<file path="src/rtl/pwr_mode_pkg.sv">
`timescale 1ns/1ps
// Shared types for the power-mode controller: state and mode codes and
// control register bit positions. The state codes are visible on state_o.
package pwr_mode_pkg;

    typedef enum logic [3:0] {
        PM_OFF     = 4'd0,
        PM_INIT    = 4'd1,
        PM_STANDBY = 4'd2,
        PM_ACTIVE  = 4'd3,
        PM_MCU     = 4'd4,
        PM_SOCERR  = 4'd5,
        PM_RETAIN  = 4'd6,
        PM_TOSAFE  = 4'd7,
        PM_SAFEREC = 4'd8
    } pm_state_e;

    typedef enum logic [1:0] {
        MODE_ACTIVE = 2'd0,
        MODE_MCU    = 2'd1,
        MODE_RETAIN = 2'd2,
        MODE_RSVD   = 2'd3
    } pm_mode_e;

    localparam int CFG_W    = 3;
    localparam int CFG_DRV  = 0;
    localparam int CFG_GPIO = 1;
    localparam int CFG_DDR  = 2;

endpackage

</file>
<file path="src/rtl/pwr_mode_seq_timer.sv">
`timescale 1ns/1ps
// Busy-window counter. A load sets the remaining cycle count, and the
// counter then runs down to zero. busy_o is high while the count is nonzero.
// Assumes the load has priority over the countdown.
module pwr_mode_seq_timer #(
    parameter int CNT_W = 8
) (
    input  logic             clk,
    input  logic             rst_n,
    input  logic             load_i,
    input  logic [CNT_W-1:0] load_val_i,
    output logic             busy_o
);

    logic [CNT_W-1:0] cnt_q;

    // Load on a transition, otherwise count down to zero.
    always_ff @(posedge clk) begin
        if (!rst_n) begin
            cnt_q <= '0;
        end else if (load_i) begin
            cnt_q <= load_val_i;
        end else if (cnt_q != '0) begin
            cnt_q <= cnt_q - 1'b1;
        end
    end

    // Busy while any cycles remain.
    always_comb begin
        busy_o = (cnt_q != '0);
    end

endmodule

</file>
<file path="src/rtl/pwr_mode_arb.sv">
`timescale 1ns/1ps
// Next-state arbiter. It picks at most one transition per cycle from the
// current state and the triggers, in fixed precedence: severe, orderly,
// SoC error, dropped ON request, mode request. Outside the hand-over states
// nothing is taken while busy_i is high. Purely combinational.
module pwr_mode_arb
    import pwr_mode_pkg::*;
(
    input  pm_state_e  state_i,
    input  logic       busy_i,
    input  logic       fsm_entry_i,
    input  logic       on_req_i,
    input  logic       mode_vld_i,
    input  pm_mode_e   mode_i,
    input  logic       soc_err_i,
    input  logic       severe_i,
    input  logic       orderly_i,
    input  logic       sel_any_i,
    output pm_state_e  nxt_o,
    output logic       take_o,
    output logic       use_seq_o
);

    logic socerr_ok;
    logic mode_hit;
    pm_state_e mode_tgt;

    // Map the requested mode code to a target state and validate it.
    always_comb begin
        mode_tgt = state_i;
        mode_hit = 1'b0;
        unique case (mode_i)
            MODE_ACTIVE: begin
                mode_tgt = PM_ACTIVE;
                mode_hit = (state_i != PM_ACTIVE);
            end
            MODE_MCU: begin
                mode_tgt = PM_MCU;
                mode_hit = (state_i != PM_MCU);
            end
            MODE_RETAIN: begin
                mode_tgt = PM_RETAIN;
                mode_hit = (state_i != PM_RETAIN) && sel_any_i;
            end
            default: begin
                mode_tgt = state_i;
                mode_hit = 1'b0;
            end
        endcase
    end

    // A SoC error is only meaningful while the processor is powered.
    always_comb begin
        socerr_ok = soc_err_i && ((state_i == PM_ACTIVE) || (state_i == PM_MCU));
    end

    // Pick the transition by state and precedence.
    always_comb begin
        nxt_o     = state_i;
        take_o    = 1'b0;
        use_seq_o = 1'b0;
        unique case (state_i)
            PM_OFF, PM_SAFEREC: begin
                if (fsm_entry_i) begin
                    nxt_o  = PM_INIT;
                    take_o = 1'b1;
                end
            end
            PM_INIT: begin
                nxt_o  = PM_STANDBY;
                take_o = 1'b1;
            end
            PM_TOSAFE: begin
                if (!busy_i) begin
                    nxt_o  = PM_SAFEREC;
                    take_o = 1'b1;
                end
            end
            PM_SOCERR: begin
                if (!busy_i && mode_vld_i && (mode_i == MODE_MCU)) begin
                    nxt_o     = PM_MCU;
                    take_o    = 1'b1;
                    use_seq_o = 1'b1;
                end
            end
            default: begin
                if (!busy_i) begin
                    if (severe_i) begin
                        nxt_o  = PM_TOSAFE;
                        take_o = 1'b1;
                    end else if (orderly_i) begin
                        nxt_o     = PM_TOSAFE;
                        take_o    = 1'b1;
                        use_seq_o = 1'b1;
                    end else if (socerr_ok) begin
                        nxt_o     = PM_SOCERR;
                        take_o    = 1'b1;
                        use_seq_o = 1'b1;
                    end else if (state_i == PM_STANDBY) begin
                        if (on_req_i) begin
                            nxt_o     = PM_ACTIVE;
                            take_o    = 1'b1;
                            use_seq_o = 1'b1;
                        end
                    end else if (!on_req_i) begin
                        nxt_o     = PM_STANDBY;
                        take_o    = 1'b1;
                        use_seq_o = 1'b1;
                    end else if (mode_vld_i && mode_hit) begin
                        nxt_o     = mode_tgt;
                        take_o    = 1'b1;
                        use_seq_o = 1'b1;
                    end
                end
            end
        endcase
    end

endmodule

</file>
<file path="src/rtl/pwr_mode_rail_dec.sv">
`timescale 1ns/1ps
// Output decoder. It turns the registered state and the sampled control bits
// into rail-group enables, the driver enable and the flavor and recovery
// flags. Assumes the state is a register, so every output is glitch-free
// with respect to the triggers.
module pwr_mode_rail_dec
    import pwr_mode_pkg::*;
(
    input  pm_state_e state_i,
    input  logic      drv_ctl_i,
    input  logic      gpio_sel_i,
    input  logic      ddr_sel_i,
    output logic      mcu_en_o,
    output logic      main_en_o,
    output logic      ret_en_o,
    output logic      drv_en_o,
    output logic      ret_gpio_o,
    output logic      ret_ddr_o,
    output logic      safe_rec_o
);

    // Decode the enables for each state.
    always_comb begin
        mcu_en_o   = 1'b0;
        main_en_o  = 1'b0;
        ret_en_o   = 1'b0;
        drv_en_o   = 1'b0;
        ret_gpio_o = 1'b0;
        ret_ddr_o  = 1'b0;
        safe_rec_o = 1'b0;
        unique case (state_i)
            PM_ACTIVE: begin
                mcu_en_o  = 1'b1;
                main_en_o = 1'b1;
                ret_en_o  = 1'b1;
                drv_en_o  = drv_ctl_i;
            end
            PM_MCU, PM_SOCERR: begin
                mcu_en_o = 1'b1;
                ret_en_o = 1'b1;
                drv_en_o = drv_ctl_i;
            end
            PM_RETAIN: begin
                ret_en_o   = 1'b1;
                ret_gpio_o = gpio_sel_i;
                ret_ddr_o  = ddr_sel_i;
            end
            PM_SAFEREC: begin
                safe_rec_o = 1'b1;
            end
            default: begin
                mcu_en_o = 1'b0;
            end
        endcase
    end

endmodule

</file>
<file path="src/rtl/pwr_mode_ctrl.sv">
`timescale 1ns/1ps
// Power-mode state controller, top level. It holds the state register, the
// control register, the initialization flags and the sampled retention
// flavor. The arbiter picks the next state, the timer models the sequence
// length and the decoder drives the rails. Assumes all triggers are
// synchronous levels held until they are acted on.
module pwr_mode_ctrl
    import pwr_mode_pkg::*;
#(
    parameter int CNT_W = 8
) (
    input  logic             clk,
    input  logic             rst_n,
    input  logic             fsm_entry_i,
    input  logic             on_req_i,
    input  logic             mode_vld_i,
    input  logic [1:0]       mode_i,
    input  logic             soc_err_i,
    input  logic             severe_i,
    input  logic             orderly_i,
    input  logic             cfg_wr_i,
    input  logic [2:0]       cfg_wdata_i,
    input  logic [CNT_W-1:0] seq_cycles_i,
    output logic [3:0]       state_o,
    output logic             mcu_en_o,
    output logic             main_en_o,
    output logic             ret_en_o,
    output logic             drv_en_o,
    output logic             ret_gpio_o,
    output logic             ret_ddr_o,
    output logic             busy_o,
    output logic             safe_rec_o,
    output logic             init_done_o,
    output logic             rv_chk_dis_o,
    output logic             uv_ov_mask_o,
    output logic [2:0]       cfg_q_o
);

    pm_state_e        state_q;
    pm_state_e        nxt_state;
    logic             take;
    logic             use_seq;
    logic             busy;
    logic             ret_entry;
    logic [CNT_W-1:0] load_val;
    logic [CFG_W-1:0] cfg_q;
    logic             gpio_q;
    logic             ddr_q;
    logic             init_done_q;
    logic             rv_dis_q;
    logic             mask_q;

    pwr_mode_arb u_arb (
        .state_i     (state_q),
        .busy_i      (busy),
        .fsm_entry_i (fsm_entry_i),
        .on_req_i    (on_req_i),
        .mode_vld_i  (mode_vld_i),
        .mode_i      (pm_mode_e'(mode_i)),
        .soc_err_i   (soc_err_i),
        .severe_i    (severe_i),
        .orderly_i   (orderly_i),
        .sel_any_i   (cfg_q[CFG_GPIO] | cfg_q[CFG_DDR]),
        .nxt_o       (nxt_state),
        .take_o      (take),
        .use_seq_o   (use_seq)
    );

    // Load value for the busy window: the programmed length or nothing.
    always_comb begin
        load_val  = use_seq ? seq_cycles_i : '0;
        ret_entry = take && (nxt_state == PM_RETAIN);
    end

    pwr_mode_seq_timer #(.CNT_W(CNT_W)) u_timer (
        .clk        (clk),
        .rst_n      (rst_n),
        .load_i     (take),
        .load_val_i (load_val),
        .busy_o     (busy)
    );

    // State register.
    always_ff @(posedge clk) begin
        if (!rst_n) begin
            state_q <= PM_OFF;
        end else if (take) begin
            state_q <= nxt_state;
        end
    end

    // Control register: software writes, and retention entry clears the
    // driver-control bit.
    always_ff @(posedge clk) begin
        if (!rst_n) begin
            cfg_q <= '0;
        end else begin
            if (cfg_wr_i) begin
                cfg_q <= cfg_wdata_i;
            end
            if (ret_entry) begin
                cfg_q[CFG_DRV] <= 1'b0;
                if (cfg_wr_i) begin
                    cfg_q[CFG_GPIO] <= cfg_wdata_i[CFG_GPIO];
                    cfg_q[CFG_DDR]  <= cfg_wdata_i[CFG_DDR];
                end
            end
        end
    end

    // Sample the retention flavor when the retention request is accepted.
    always_ff @(posedge clk) begin
        if (!rst_n) begin
            gpio_q <= 1'b0;
            ddr_q  <= 1'b0;
        end else if (ret_entry) begin
            gpio_q <= cfg_q[CFG_GPIO];
            ddr_q  <= cfg_q[CFG_DDR];
        end
    end

    // Initialization actions, applied while the INIT state is left.
    always_ff @(posedge clk) begin
        if (!rst_n) begin
            init_done_q <= 1'b0;
            rv_dis_q    <= 1'b0;
            mask_q      <= 1'b1;
        end else if (state_q == PM_INIT) begin
            init_done_q <= 1'b1;
            rv_dis_q    <= 1'b1;
            mask_q      <= 1'b0;
        end
    end

    pwr_mode_rail_dec u_dec (
        .state_i    (state_q),
        .drv_ctl_i  (cfg_q[CFG_DRV]),
        .gpio_sel_i (gpio_q),
        .ddr_sel_i  (ddr_q),
        .mcu_en_o   (mcu_en_o),
        .main_en_o  (main_en_o),
        .ret_en_o   (ret_en_o),
        .drv_en_o   (drv_en_o),
        .ret_gpio_o (ret_gpio_o),
        .ret_ddr_o  (ret_ddr_o),
        .safe_rec_o (safe_rec_o)
    );

    // Drive the remaining status outputs.
    always_comb begin
        state_o      = state_q;
        busy_o       = busy;
        init_done_o  = init_done_q;
        rv_chk_dis_o = rv_dis_q;
        uv_ov_mask_o = mask_q;
        cfg_q_o      = cfg_q;
    end

endmodule

</file>
<file path="config.mk">
export PLATFORM = sky130hd
export DESIGN_NAME = pwr_mode_ctrl
export DESIGN_NICKNAME = d
export VERILOG_FILES = /design/src/rtl/pwr_mode_pkg.sv /design/src/rtl/pwr_mode_seq_timer.sv /design/src/rtl/pwr_mode_arb.sv /design/src/rtl/pwr_mode_rail_dec.sv /design/src/rtl/pwr_mode_ctrl.sv
export SDC_FILE = /design/constraint.sdc
export NUM_CORES = 1
export LEC_CHECK = 0
export ABC_CLOCK_PERIOD_IN_PS = 2900
export BUFFER_PORTS_ARGS = -buffer_cell sky130_fd_sc_hd__buf_2
export CAP_MARGIN = 25
export CORE_MARGIN = 2
export CORE_UTILIZATION = 53
export DETAILED_ROUTE_END_ITERATION = 10
export PLACE_DENSITY = 0.88
export SLEW_MARGIN = 20
export SYNTH_ARGS = -nofsm -noshare
export SYNTH_HDL_FRONTEND = slang
export SYNTH_SLANG_ARGS = --single-unit
</file>
<file path="constraint.sdc">
create_clock -name clk -period 2.9 [get_ports clk]
set_input_delay 0 -clock clk [delete_from_list [all_inputs] [get_ports clk]]
set_output_delay 0 -clock clk [all_outputs]
set_load 0.05 [all_outputs]
</file>
# Word level (Yosys, flattened, before mapping)
# Cells that the tools add are included.
[word_totals]
ff_bits = 19
inputBits = 22
output_inout_bits = 18
elab_cells = 84
[classes]
n_addsub = 1
n_eq_ne = 14
n_mux = 42
bitwise_logic = 2
n_reduce_logical = 17
[op_table]
columns = ["cell", "count"]
rows = [
  ["$mux 4", 11],
  ["$mux 8", 3],
  ["$eq 4x3->1 const B", 5],
  ["$mux 1", 20],
  ["$pmux 4 s4", 1],
  ["$pmux 4 s3", 1],
  ["$eq 4x2->1 const B", 2],
  ["$ne 4x3->1 const B", 2],
  ["$reduce_bool 8->1", 1],
  ["$reduce_or 4->1", 2],
  ["$sub 8x1->8 const B", 1],
  ["$logic_and 1x1->1", 6],
  ["$mux 3", 2],
  ["$eq 4x1->1 const B", 1],
  ["$eq 4x4->1 const B", 1],
  ["$logic_not 4->1", 1],
  ["$ne 4x2->1 const B", 1],
  ["$pmux 1 s4", 1],
  ["$reduce_or 2->1", 2],
  ["$pmux 1 s3", 1],
  ["$reduce_or 3->1", 1],
  ["$eq 2x1->1 const B", 1],
  ["$eq 2x2->1 const B", 1],
  ["$logic_not 2->1", 1],
  ["7 further kinds", 7],
]

# Longest topological paths before layout
[logic_depth]
ltp_word = 15
ltp_mapped = 11
ltp_nobuf = 10

# Modules after synthesis
# Synthesis repeated with hierarchy kept, for this count alone.
[unflattened]
hier_cells = 210
area_unflattened_um2 = 1684.1
[modules_own_cells]
columns = ["mod", "n_inst", "cells_each", "area_each_um2", "seq_area_each_um2"]
rows = [
  ["pwr_mode_arb", 1, 95, 610.6, 0.0],
  ["pwr_mode_ctrl", 1, 49, 498.0, 220.2],
  ["pwr_mode_seq_timer", 1, 54, 480.5, 160.2],
  ["pwr_mode_rail_dec", 1, 12, 95.1, 0.0],
]

# Worst setup path after synthesis
# Ideal clock, no wire load.
[synth_timing]
kind = "reg2reg"
startpoint = "register state_q[0] (netlist: state_o[0])"
endpoint = "register cfg_q[0] (netlist: cfg_q_o[0])"
setup_time_ps = 80
arrival_ps = 2546
required_ps = 2820
path_slack_ps = 274
stages_incl_launch_ff = 9
n_path_buf = 1
period_less_slack_ps = 2626
path_cell_list = "dfxtp_1 -> buf_2 -> and4bb_2 -> nor2_1 -> a21oi_1 -> a221o_1 -> a2111oi_2 -> nor4_4 -> nor3b_1"
[synth_via]
elab_chain_len = 15
word_cells_on_any_way = 41
cone_classes = "eq/ne (11); mux (22); reduce/logical (8)"
[synth_lines]
columns = ["element", "line", "rtl"]
rows = [
  ["from (decl)", "pwr_mode_ctrl.sv:39", "pm_state_e state_q;"],
  ["from (signal assigned)", "pwr_mode_ctrl.sv:88", "state_q <= nxt_state;"],
  ["$ne 4x3->1", "pwr_mode_arb.sv:43", "mode_hit = (state_i != PM_RETAIN) && sel_any_i;"],
  ["$logic_and 1x1->1", "pwr_mode_arb.sv:43", ""],
  ["$pmux 1 s3", "pwr_mode_arb.sv:32", "unique case (mode_i)"],
  ["$logic_and 1x1->1", "pwr_mode_arb.sv:109", "end else if (mode_vld_i && mode_hit) begin"],
  ["$mux 4", "pwr_mode_arb.sv:109", ""],
  ["$mux 4", "pwr_mode_arb.sv:105", "end else if (!on_req_i) begin"],
  ["$mux 4", "pwr_mode_arb.sv:99", "end else if (state_i == PM_STANDBY) begin"],
  ["$mux 4", "pwr_mode_arb.sv:95", "end else if (socerr_ok) begin"],
  ["$mux 4", "pwr_mode_arb.sv:91", "end else if (orderly_i) begin"],
  ["$mux 4", "pwr_mode_arb.sv:88", "if (severe_i) begin"],
  ["$mux 4", "pwr_mode_arb.sv:87", "if (!busy_i) begin"],
  ["$pmux 4 s4", "pwr_mode_arb.sv:62", "unique case (state_i)"],
  ["$eq 4x3->1", "pwr_mode_ctrl.sv:72", "ret_entry = take && (nxt_state == PM_RETAIN);"],
  ["$logic_and 1x1->1 (*)", "pwr_mode_ctrl.sv:72", ""],
  ["$reduce_or 2->1 (no line) (*)", "--", ""],
  ["to (signal assigned)", "pwr_mode_ctrl.sv:99", "cfg_q <= cfg_wdata_i;"],
  ["to (signal, indexed assignment)", "pwr_mode_ctrl.sv:104", "cfg_q[CFG_GPIO] <= cfg_wdata_i[CFG_GPIO];"],
  ["to (signal, indexed assignment)", "pwr_mode_ctrl.sv:105", "cfg_q[CFG_DDR] <= cfg_wdata_i[CFG_DDR];"],
  ["to (decl)", "pwr_mode_ctrl.sv:46", "logic [CFG_W-1:0] cfg_q;"],
]
# Mark *: on every way between the ends. The rest lies on a longest branch, timed or not.
# A chain may end at the register's enable or synchronous reset.

# Worst setup path after layout
[layout_timing]
startpoint = "register u_timer.cnt_q[0]"
endpoint = "register ddr_q"
[layout_via]
elab_chain_len = 8
word_cells_on_any_way = 14
cone_classes = "eq/ne (1); mux (8); reduce/logical (5)"
[layout_lines]
columns = ["element", "line", "rtl"]
rows = [
  ["from (decl)", "pwr_mode_seq_timer.sv:15", "logic [CNT_W-1:0] cnt_q;"],
  ["from (signal assigned)", "pwr_mode_seq_timer.sv:22", "cnt_q <= load_val_i;"],
  ["from (signal assigned)", "pwr_mode_seq_timer.sv:24", "cnt_q <= cnt_q - 1'b1;"],
  ["$reduce_bool 8->1 (*)", "pwr_mode_seq_timer.sv:30", "busy_o = (cnt_q != '0);"],
  ["$logic_not 1->1", "--", ""],
  ["$logic_and 1x1->1 (2 in series)", "pwr_mode_arb.sv:80", "if (!busy_i && mode_vld_i && (mode_i == MODE_MCU)) begin"],
  ["$mux 4", "pwr_mode_arb.sv:80", ""],
  ["$pmux 4 s4", "pwr_mode_arb.sv:62", ""],
  ["$eq 4x3->1", "pwr_mode_ctrl.sv:72", ""],
  ["$logic_and 1x1->1 (*)", "pwr_mode_ctrl.sv:72", ""],
  ["to (signal assigned)", "pwr_mode_ctrl.sv:118", "ddr_q <= cfg_q[CFG_DDR];"],
  ["to (decl)", "pwr_mode_ctrl.sv:48", "logic ddr_q;"],
]
# Marks and branches as above.

==> impl_metrics.yaml <==
synth:
  synth_ff_type: "dfxtp_1"
  syn_avg_cell_area_sq_um: 7.779
  ys_async_sr_fraction_pct: 0
  syn_inst: 207
  synth_most_common_cell: "nand2_1"
  ys_seq_area_share_pct: 23.62
  synth_area_leaders: "dfxtp_1, nand2_1, nor2_1, ha_1, nor2b_1"
  yosysTopAreaCellShare_pct: 23.62
  ys_ff_latch: 19
  yosys_warnings: 0
  yosysTopAreaCell: "dfxtp_1"
  netlist_area_sq_um: 1610
  synth_nets: 234
  ys_types: 60
  synth_edf_count: 0
  synthTopCellsByCount: "nand2_1, dfxtp_1, nor2_1"
timing:
  drv_slew: 0
  setup_violations: 0
  hold_viol: 0
  worst_slew_pin_slew_ps: 728.1
  worst_slack_ps: 190.6
  fmax_mhz: 369.1
  fin_tns_setup_ps: 0
  layout_min_cycle_time_ps: 2709
  fin_hold_ws_ps: 5.968
  max_slew_margin_pct: 50.78
  skew_ps: 1.130
  period_share_pct: 93.43
  rsz0062_at_grt: "no"
clocking:
  clk_path_buf_depth: 2
  htreeDepth: 1
  cts_tree: "done"
  clk_pin_slew_ps: 90
  post_cts_buffers: 0
  cts_sinks: 19
  clk_latency_ps: 290
  cts_buffers: 3
  clock-root-buffer: "clkbuf_4"
pwr:
  p_leak_nw: 0.8564
  peakVddDrop_mv: 0.6810
  p_per_area_nw_per_um2: 1004
floorplan:
  initial_utilization_pct: 54.08
  core_area_sq_um: 2978
  die-area_sq_um: 3495
  ioPinCount: 40
  die_y_microns: 59.12
  std_cell_rows: 20
  fp.dieW_microns: 59.12
routing:
  avgRoutedWirePerCell_microns: 14.35
  vias_per_cell: 5.950
  vias: 1678
  finalWirelength_mm: 4.047
  route.detailed.drc: 0
  antenna_left: 0
  drt_first_iter_violations: 119
  firstDrtPassIters: 4
global_route:
  grt_pass1_wl_mm: 6.582
  busiest_layer: "met2"
  grt_start_max_net_pins: 19
  grt_pass1_vias: 1518
  grt_use_met3_pct: 3.057
  antenna_found_initial: 0
  track_usage_pct: 24.08
  gr-usage-met1_pct: 32.98
  overflow: 0
  grt_use_met2_pct: 38.10
setup_path:
  critical_path_class: "reg2reg"
  r2r_start: "u_timer.cnt_q[0]"
  end_kind: "flip-flop"
  critPathArrivalTime_ps: 2930
  crit_start: "u_timer.cnt_q[0]"
  reg2reg_depth: 10
  worstPathRequired_ps: 3120
  worstPathMaxFanout: 10
  startpoint_type: "flip-flop"
  rrSetupSlack_ps: 190
  cp-endpoint: "ddr_q"
  r2r-end: "ddr_q"
hold_path:
  hold_path_class: "in2reg"
placed_design:
  gp_congestion: 0.9480
  dp_hpwl_mm: 3.037
  preCtsSetupSlack_ps: 204.9
  placement.io_buffers: 39
run:
  maxCapViolCount: 0
cells_and_area:
  final_nets: 277
  diodes: 0
  syn2layout_area_growth_pct: 19.27
  drive_above_1_share_pct: 24.50
status:
  outcome: "finished, final reports clean"
report_power, final:
part / switching, mW / internal (mW)
combinational: 0.872 / 0.514
clock: 0.0720 / 0.0535
sequential: 0.0843 / 0.332
metal layers:
metal | vias to the layer above | part of all wire (%)
li1 | 839 | -
met1 | 764 | 44
met2 | 65 | 49
met3 | 10 | 6.2
met4 | 0 | 1.6
met5 | - | 0
critical path: stages, from the launching register on:
cell and delay, ps:
dfxtp_1 360, inv_1 70, ha_1 210, nor4b_4 310, and2_1 250, inv_4 80
or4_1 540, nor3_2 140, a2111oi_2 80, nor4_4 370, mux2i_1 230
how the worst min path moves through the flow:
stage                                  end  slack [ps]       startpoint  depth (start not counted)
after floorplan           u_timer.cnt_q[4]         150  seq_cycles_i[4]                          2
after global placement    u_timer.cnt_q[2]         260  seq_cycles_i[2]                          3
after detailed placement         flip-flop         270   cfg_wdata_i[2]                          3
after CTS                     uv_ov_mask_o         0.7            rst_n                          2
after global routing          uv_ov_mask_o          10            rst_n                          2
final                     u_timer.cnt_q[6]           6  seq_cycles_i[6]                          3
metrics by stage:
| step | power (mW) | instance area, sq um | utilization [%] | cells |
|---|---|---|---|---|
| floorplan | 1.520 | 1610 | - | 207 |
| global placement | 1.769 | 1824 | 61.26 | 271 |
| detailed placement | 1.785 | 1824 | 61.26 | 271 |
| CTS | 1.924 | 1921 | 64.50 | 282 |
| global route | 2.072 | 1921 | 64.50 | 282 |
| finish | 1.928 | 1921 | 64.50 | 282 |
layout by cell type (no fill, tap or decap), types with 3 or more instances in the layout:
master / count
buf_2: 39
nand2_1: 20
dfxtp_1: 19
nor2_1: 18
inv_1: 10
nor2b_1: 10
nand3_1: 9
o21ai_0: 7
dlygate4sd3_1: 7
buf_4: 7
and2_1: 6
a21oi_1: 6
nor3_1: 5
a32oi_1: 5
mux2i_1: 5
ha_1: 5
nand2b_1: 4
nor4b_1: 3
a211o_1: 3
xor2_1: 3
o211a_1: 3
nor4_1: 3
a32o_1: 3
clkbuf_4: 3
timing repair:
action	CTS	global route
gates resized for setup	0	0
hold buffers	7	0
endpoints found under the hold margin	7	0
logic make-up (layout without fill, tap and decap cells):
kind of cell | after synthesis | after routing | share of synthesized area (%)
simple gates | 96 | 96 | 34.58
compound gates | 51 | 51 | 24.71
buf+inv | 26 | 68 | 7.381
flops | 19 | 19 | 23.62
fa+ha+maj | 5 | 5 | 3.885
xor+xnor | 5 | 5 | 2.720
mux | 5 | 5 | 3.108
area by class of cell:
| class | instances | area (sq um) |
|---|---|---|
| Multi-Input combinational cell | 162 | 1111 |
| Fill cell | 252 | 1057 |
| Sequential cell | 19 | 380.4 |
| Timing Repair Buffer | 53 | 317.8 |
| Inverter | 11 | 43.79 |
| Tap cell | 33 | 41.29 |
| Clock buffer | 4 | 26.28 |
No activity file was read; power rests on OpenSTA's default activity.
